==> src/rtl/shift_stack_pkg.sv <==
// Package: shared operation type for the shifting stack calculator.
// Assumes one operation per clock; OP_NONE means the column holds.
package shift_stack_pkg;
    typedef enum logic [1:0] {
        OP_NONE = 2'd0,
        OP_PUSH = 2'd1,
        OP_POP  = 2'd2,
        OP_ADD  = 2'd3
    } stk_op_e;
endpackage

==> src/rtl/stk_cmd_pick.sv <==
// Module: stk_cmd_pick
// Reduces the three command strobes to one requested operation, with
// the fixed priority add > pop > push. Purely combinational; assumes
// the strobes are synchronous to the block clock.
module stk_cmd_pick
    import shift_stack_pkg::*;
(
    input  logic    push_i,
    input  logic    pop_i,
    input  logic    add_i,
    output stk_op_e op_req_o
);
    // Priority selection of the single requested operation.
    always_comb begin
        if (add_i)       op_req_o = OP_ADD;
        else if (pop_i)  op_req_o = OP_POP;
        else if (push_i) op_req_o = OP_PUSH;
        else             op_req_o = OP_NONE;
    end
endmodule

==> src/rtl/stk_occupancy.sv <==
// Module: stk_occupancy
// Tracks how many slots hold valid data, turns a requested operation into
// an accepted one (or none when it would break the bounds), and registers
// one-cycle overflow/underflow pulses. Assumes op_req is already a single op.
module stk_occupancy
    import shift_stack_pkg::*;
#(
    parameter int DEPTH = 8,
    localparam int CW = $clog2(DEPTH + 1)
) (
    input  logic          clk,
    input  logic          rst_n,
    input  stk_op_e       op_req_i,
    output stk_op_e       op_go_o,
    output logic [CW-1:0] count_o,
    output logic          overflow_o,
    output logic          underflow_o
);
    localparam logic [CW-1:0] FULL = CW'(DEPTH);
    localparam logic [CW-1:0] TWO  = CW'(2);

    logic [CW-1:0] count_q;
    logic          ovf_q;
    logic          udf_q;
    logic          ovf_now;
    logic          udf_now;

    // Bound check of the requested operation against the occupancy.
    always_comb begin
        ovf_now = (op_req_i == OP_PUSH) && (count_q == FULL);
        udf_now = ((op_req_i == OP_POP) && (count_q == '0)) ||
                  ((op_req_i == OP_ADD) && (count_q < TWO));
        op_go_o = (ovf_now || udf_now) ? OP_NONE : op_req_i;
    end

    // Occupancy counter update for accepted operations.
    always_ff @(posedge clk) begin
        if (!rst_n) begin
            count_q <= '0;
        end else begin
            case (op_go_o)
                OP_PUSH: count_q <= count_q + 1'b1;
                OP_POP,
                OP_ADD:  count_q <= count_q - 1'b1;
                default: count_q <= count_q;
            endcase
        end
    end

    // Error pulse registers, one cycle after the offending command.
    always_ff @(posedge clk) begin
        if (!rst_n) begin
            ovf_q <= 1'b0;
            udf_q <= 1'b0;
        end else begin
            ovf_q <= ovf_now;
            udf_q <= udf_now;
        end
    end

    assign count_o     = count_q;
    assign overflow_o  = ovf_q;
    assign underflow_o = udf_q;
endmodule

==> src/rtl/stk_slot_column.sv <==
// Module: stk_slot_column
// The register column. Slot 0 is always the top of stack. Push shifts
// every slot one deeper, pop and add shift them one up (add writes the
// sum into slot 0). Vacated bottom slots are cleared to zero, so an empty
// stack reads 0. Assumes op_go is already bounds-checked.
module stk_slot_column
    import shift_stack_pkg::*;
#(
    parameter int WIDTH = 16,
    parameter int DEPTH = 8
) (
    input  logic             clk,
    input  logic             rst_n,
    input  stk_op_e          op_go_i,
    input  logic [WIDTH-1:0] push_data_i,
    input  logic [WIDTH-1:0] sum_i,
    output logic [WIDTH-1:0] top_o,
    output logic [WIDTH-1:0] second_o
);
    logic [WIDTH-1:0] slot_q [DEPTH];

    for (genvar i = 0; i < DEPTH; i++) begin : g_slot
        logic [WIDTH-1:0] from_above;
        logic [WIDTH-1:0] from_below;

        // Neighbour selection: slot 0 takes the pushed word from above,
        // the bottom slot takes zero from below.
        if (i == 0) begin : g_first
            assign from_above = push_data_i;
        end else begin : g_mid_a
            assign from_above = slot_q[i-1];
        end
        if (i == DEPTH - 1) begin : g_last
            assign from_below = '0;
        end else begin : g_mid_b
            assign from_below = slot_q[i+1];
        end

        // Per-slot shift register update.
        always_ff @(posedge clk) begin
            if (!rst_n) begin
                slot_q[i] <= '0;
            end else begin
                case (op_go_i)
                    OP_PUSH: slot_q[i] <= from_above;
                    OP_POP:  slot_q[i] <= from_below;
                    OP_ADD:  slot_q[i] <= (i == 0) ? sum_i : from_below;
                    default: slot_q[i] <= slot_q[i];
                endcase
            end
        end
    end

    assign top_o    = slot_q[0];
    if (DEPTH > 1) begin : g_second
        assign second_o = slot_q[1];
    end else begin : g_no_second
        assign second_o = '0;
    end
endmodule

==> src/rtl/stk_adder.sv <==
// Module: stk_adder
// Adds the two top words modulo 2^WIDTH and keeps the carry of the last
// accepted add in a register. Assumes add_go is high only for accepted adds.
module stk_adder #(
    parameter int WIDTH = 16
) (
    input  logic             clk,
    input  logic             rst_n,
    input  logic             add_go_i,
    input  logic [WIDTH-1:0] a_i,
    input  logic [WIDTH-1:0] b_i,
    output logic [WIDTH-1:0] sum_o,
    output logic             carry_o
);
    logic [WIDTH:0] full_sum;
    logic           carry_q;

    // Full-width sum of the two top entries.
    always_comb begin
        full_sum = {1'b0, a_i} + {1'b0, b_i};
        sum_o    = full_sum[WIDTH-1:0];
    end

    // Carry register, loaded only on an accepted add.
    always_ff @(posedge clk) begin
        if (!rst_n)        carry_q <= 1'b0;
        else if (add_go_i) carry_q <= full_sum[WIDTH];
        else               carry_q <= carry_q;
    end

    assign carry_o = carry_q;
endmodule

==> src/rtl/shift_stack_calc.sv <==
// Module: shift_stack_calc (top)
// Zero-address calculator on a shifting register stack: push, pop and add,
// one per clock with priority add > pop > push. All outputs are registered
// and reflect a command one cycle after it is sampled.
module shift_stack_calc
    import shift_stack_pkg::*;
#(
    parameter int WIDTH = 16,
    parameter int DEPTH = 8,
    localparam int CW = $clog2(DEPTH + 1)
) (
    input  logic             clk,
    input  logic             rst_n,
    input  logic             push_i,
    input  logic [WIDTH-1:0] push_data_i,
    input  logic             pop_i,
    input  logic             add_i,
    output logic [WIDTH-1:0] top_o,
    output logic [CW-1:0]    count_o,
    output logic             carry_o,
    output logic             overflow_o,
    output logic             underflow_o
);
    stk_op_e          op_req;
    stk_op_e          op_go;
    logic [WIDTH-1:0] second_w;
    logic [WIDTH-1:0] sum_w;
    logic             add_go;

    assign add_go = (op_go == OP_ADD);

    stk_cmd_pick u_pick (
        .push_i   (push_i),
        .pop_i    (pop_i),
        .add_i    (add_i),
        .op_req_o (op_req)
    );

    stk_occupancy #(.DEPTH(DEPTH)) u_occ (
        .clk         (clk),
        .rst_n       (rst_n),
        .op_req_i    (op_req),
        .op_go_o     (op_go),
        .count_o     (count_o),
        .overflow_o  (overflow_o),
        .underflow_o (underflow_o)
    );

    stk_adder #(.WIDTH(WIDTH)) u_add (
        .clk      (clk),
        .rst_n    (rst_n),
        .add_go_i (add_go),
        .a_i      (top_o),
        .b_i      (second_w),
        .sum_o    (sum_w),
        .carry_o  (carry_o)
    );

    stk_slot_column #(.WIDTH(WIDTH), .DEPTH(DEPTH)) u_col (
        .clk         (clk),
        .rst_n       (rst_n),
        .op_go_i     (op_go),
        .push_data_i (push_data_i),
        .sum_i       (sum_w),
        .top_o       (top_o),
        .second_o    (second_w)
    );
endmodule

==> config.mk <==
export PLATFORM = sky130hd
export DESIGN_NAME = shift_stack_calc
export DESIGN_NICKNAME = d
export VERILOG_FILES = /design/src/rtl/shift_stack_pkg.sv /design/src/rtl/stk_cmd_pick.sv /design/src/rtl/stk_occupancy.sv /design/src/rtl/stk_slot_column.sv /design/src/rtl/stk_adder.sv /design/src/rtl/shift_stack_calc.sv
export SDC_FILE = /design/constraint.sdc
export NUM_CORES = 1
export LEC_CHECK = 0
export BUFFER_PORTS_ARGS = -buffer_cell sky130_fd_sc_hd__buf_2
export CORE_UTILIZATION = 55
export DETAILED_ROUTE_END_ITERATION = 6
export PLACE_DENSITY_LB_ADDON = 0.1
export RECOVER_POWER = 25
export SYNTH_ARGS = -nofsm -noshare
export SYNTH_HDL_FRONTEND = slang
export SYNTH_HIERARCHICAL = 1
export SYNTH_SLANG_ARGS = --single-unit
==> constraint.sdc <==
create_clock -name clk -period 4.84 [get_ports clk]
set_input_delay 0.968 -clock clk [delete_from_list [all_inputs] [get_ports clk]]
set_output_delay 0.968 -clock clk [all_outputs]
set_load 0.005 [all_outputs]
==> flow_summary.ini <==
[route]
drc = 0
postRouteAntennaNets = 0
vias = 5114
drtPass1Iterations = 5
dr.first_iter.drc_count = 384
wirelength_um = 15000
vias_per_cell = 5.81
wl_per_cell_um = 17.0

[die]
die_h_um = 118
dieWidth_um = 118
core_area_um2 = 13200
pin_count = 44
initial_utilization_pct = 56.3
die-area_um2 = 14000
row_count = 42

[finish]
multiInputGateArea_um2 = 3090
diodes = 0
area_growth_pct = 10.6
fin_nets = 732
n_fill_cell = 1113
layout_common_cells = edfxtp_1 (128), a21oi_1 (108), nand2_1 (89), nand3b_1 (81), buf_2 (41)
fin_area_um2 = 8250
drive_gt1_share_pct = 13.1
seq_area_um2 = 3980
mostFrequentLayoutCell = edfxtp_1

[clocking]
h-tree-depth = 4
numCtsBuffers = 17
post_cts_buffers = 0
holdBufCountCts = 0
insertion_delay_ns = 0.42
clkTransAtPathRegs_ns = 0.05
clock-sinks = 135
cts_tree = done
clk_path_buf_depth = 2
root_buffer = clkbuf_16
ctsResizeCount = 0

[pwr]
powerDensity_nw_per_um2 = 653
vdd_drop_max_mv = 0.255
p_leak_nw = 3.26

[global_routing]
antenna_found_initial = 0
track_usage_pct = 22.0
grt_first_pass_wirelength_um = 24000
grt_pass1_vias = 4649
grt_max_degree = 138
grt_overflow = 0

[timing]
hold_ws_ns = 0.552
setup_viol = 0
fin_skew_ns = 0.00603
rsz0062_at_grt = false
max_slew_margin_pct = 35.8
finalCritPeriodShare_pct = 76.3
fin_setup_tns_ns = 0
timing.final.crit_period_ns = 3.69
slew_violations = 0
hold_violations = 0
tightest_slew_ns = 0.963
fmax_mhz = 271

[synth]
syn_area_per_cell_um2 = 10.8
synth_nets = 730
yosysWarnings = 6
synth-seq-area-share_pct = 53.4
synth_top_area_share_pct = 51.5
ys_async_sr_fraction_pct = 0
ys_seq_elements = 135
syn_area_um2 = 7460
synth_area_leaders = edfxtp_1 (52%), nand3b_1 (8.1%), a21oi_1 (7.2%)
postSynthCellCount = 689
synth_edf_count = 128
synth_cell_types = 58
synth_ff_type = edfxtp_1
yosysTopAreaCell = edfxtp_1

[flow_run]
drv_cap = 0

[status]
status = finished clean

[worst_setup_path]
critPathLaunchType = input pin
end_kind = register
path_cells = buf_2 -> inv_1 -> a21o_1 -> or2b_2 -> a21oi_1 -> nor2_1 -> nor2b_1 -> clkbuf_1 -> and2_1 -> o21ai_0 -> a21oi_1 -> a21boi_0 -> a41o_1
worstPathMaxFanout = 23
worst_path_dominant_cell_family = simple AND/OR/NAND/NOR gates
critPathKind = input pin to register
reg2reg_slack_ns = 1.51
cp_data_arrival_time_ns = 4.06
cpPeakStageDelay_ns = 0.77
path_common_cell = a21oi_1
path_buf_inv = 3
cpMaxStageDelayCell = clkbuf_1
crit_required_ns = 5.20

[placement]
port_buffers = 43
dp_hpwl_um = 9220
place_area_um2 = 7640
gp_congestion = 0.834

[hold_path]
min_path_type = register to register
-- kinds of logic (layout without fill, tap and decap cells) --
logic type	count (synthesis)	after routing	synth area share, %
flip-flops	135	135	53.4
AO/OA/AOI/OAI	165	165	13.0
multiplexers	35	35	4.71
AND/OR/NAND/NOR	246	246	18.6
buffers and inverters	76	91	5.30
adder cells (fa/ha/maj)	20	20	3.55
XOR/XNOR	12	12	1.41
-- worst reg2reg max path, cell delays in order, from the launching register on --
cell	delay, ns
dfxtp_1	0.50
or2b_2	0.35
a21oi_1	0.27
nor2_1	0.16
nor2b_1	0.35
clkbuf_1	0.77
and2_1	0.28
o21ai_0	0.08
a21oi_1	0.19
a21boi_0	0.22
a41o_1	0.11
-- where the power goes --
part / total, mW / leakage [nW] / switching [mW] / internal (mW)
Clock: 1.38 / 0.307 / 0.472 / 0.905
Combinational: 1.85 / 1.42 / 1.09 / 0.766
Sequential: 2.16 / 1.53 / 0.311 / 1.85
Total: 5.39 / 3.26 / 1.87 / 3.52
-- layout make-up --
class,count,area share (%)
flip-flops and latches,135,48.3
clock buffers,17,5.16
multi-input cells,478,37.4
repair buffers,51,3.56
inverters,8,0.379
well taps,176,2.67
clock inverters,15,2.53
-- synthesized netlist by cell type, drive strengths merged (8+ instances only) --
library cell  number
a211oi            17
and3              16
edfxtp           128
clkbuf            22
nand2             90
inv                8
mux2i             34
ha                18
o21ai              8
a21oi            110
nor2              22
a21o               9
nand3b            81
buf               46
-- state kept, by name (all words and copies together) (netlist names) --
signal             flops
u_add/carry_o          1
u_col/slot_q         128
u_occ/count_o          4
u_occ/overflow_o       1
u_occ/underflow_o      1
-- final timing paths --
| path | startpoint | to | cells after the start |
|---|---|---|---|
| max | pop_i | u_add/carry_o | 13 |
| min | u_occ/count_o[1] | u_occ/count_o[1] | 2 |
| min reg2reg | u_occ/count_o[1] | u_occ/count_o[1] | 2 |
| max reg2reg | u_occ/count_o[0] | u_add/carry_o | 10 |
-- layer usage --
| metal | vias up | routed length (um) | global-route usage (%) |
|---|---|---|---|
| li1 | 2536 | - | - |
| met3 | 21 | 637 | 4.10 |
| met5 | - | 0 | 0 |
| met4 | 0 | 243 | 8.86 |
| met2 | 136 | 6420 | 30.1 |
| met1 | 2421 | 7670 | 34.2 |
-- per-stage QoR --
step | instances | utilization, % | total power, mW | setup slack (ns)
5_1_grt | 880 | 62.3 | 5.70 | 0.886
3_5_place_dp | 848 | 57.7 | 4.02 | 1.05
3_3_place_gp | 848 | 57.7 | 3.94 | 1.24
4_1_cts | 880 | 62.5 | 5.41 | 1.49
2_1_floorplan | 689 | - | 3.74 | 0.849
6_report | 880 | 62.3 | 5.39 | 1.15
Power figures use the tool's default switching activity.
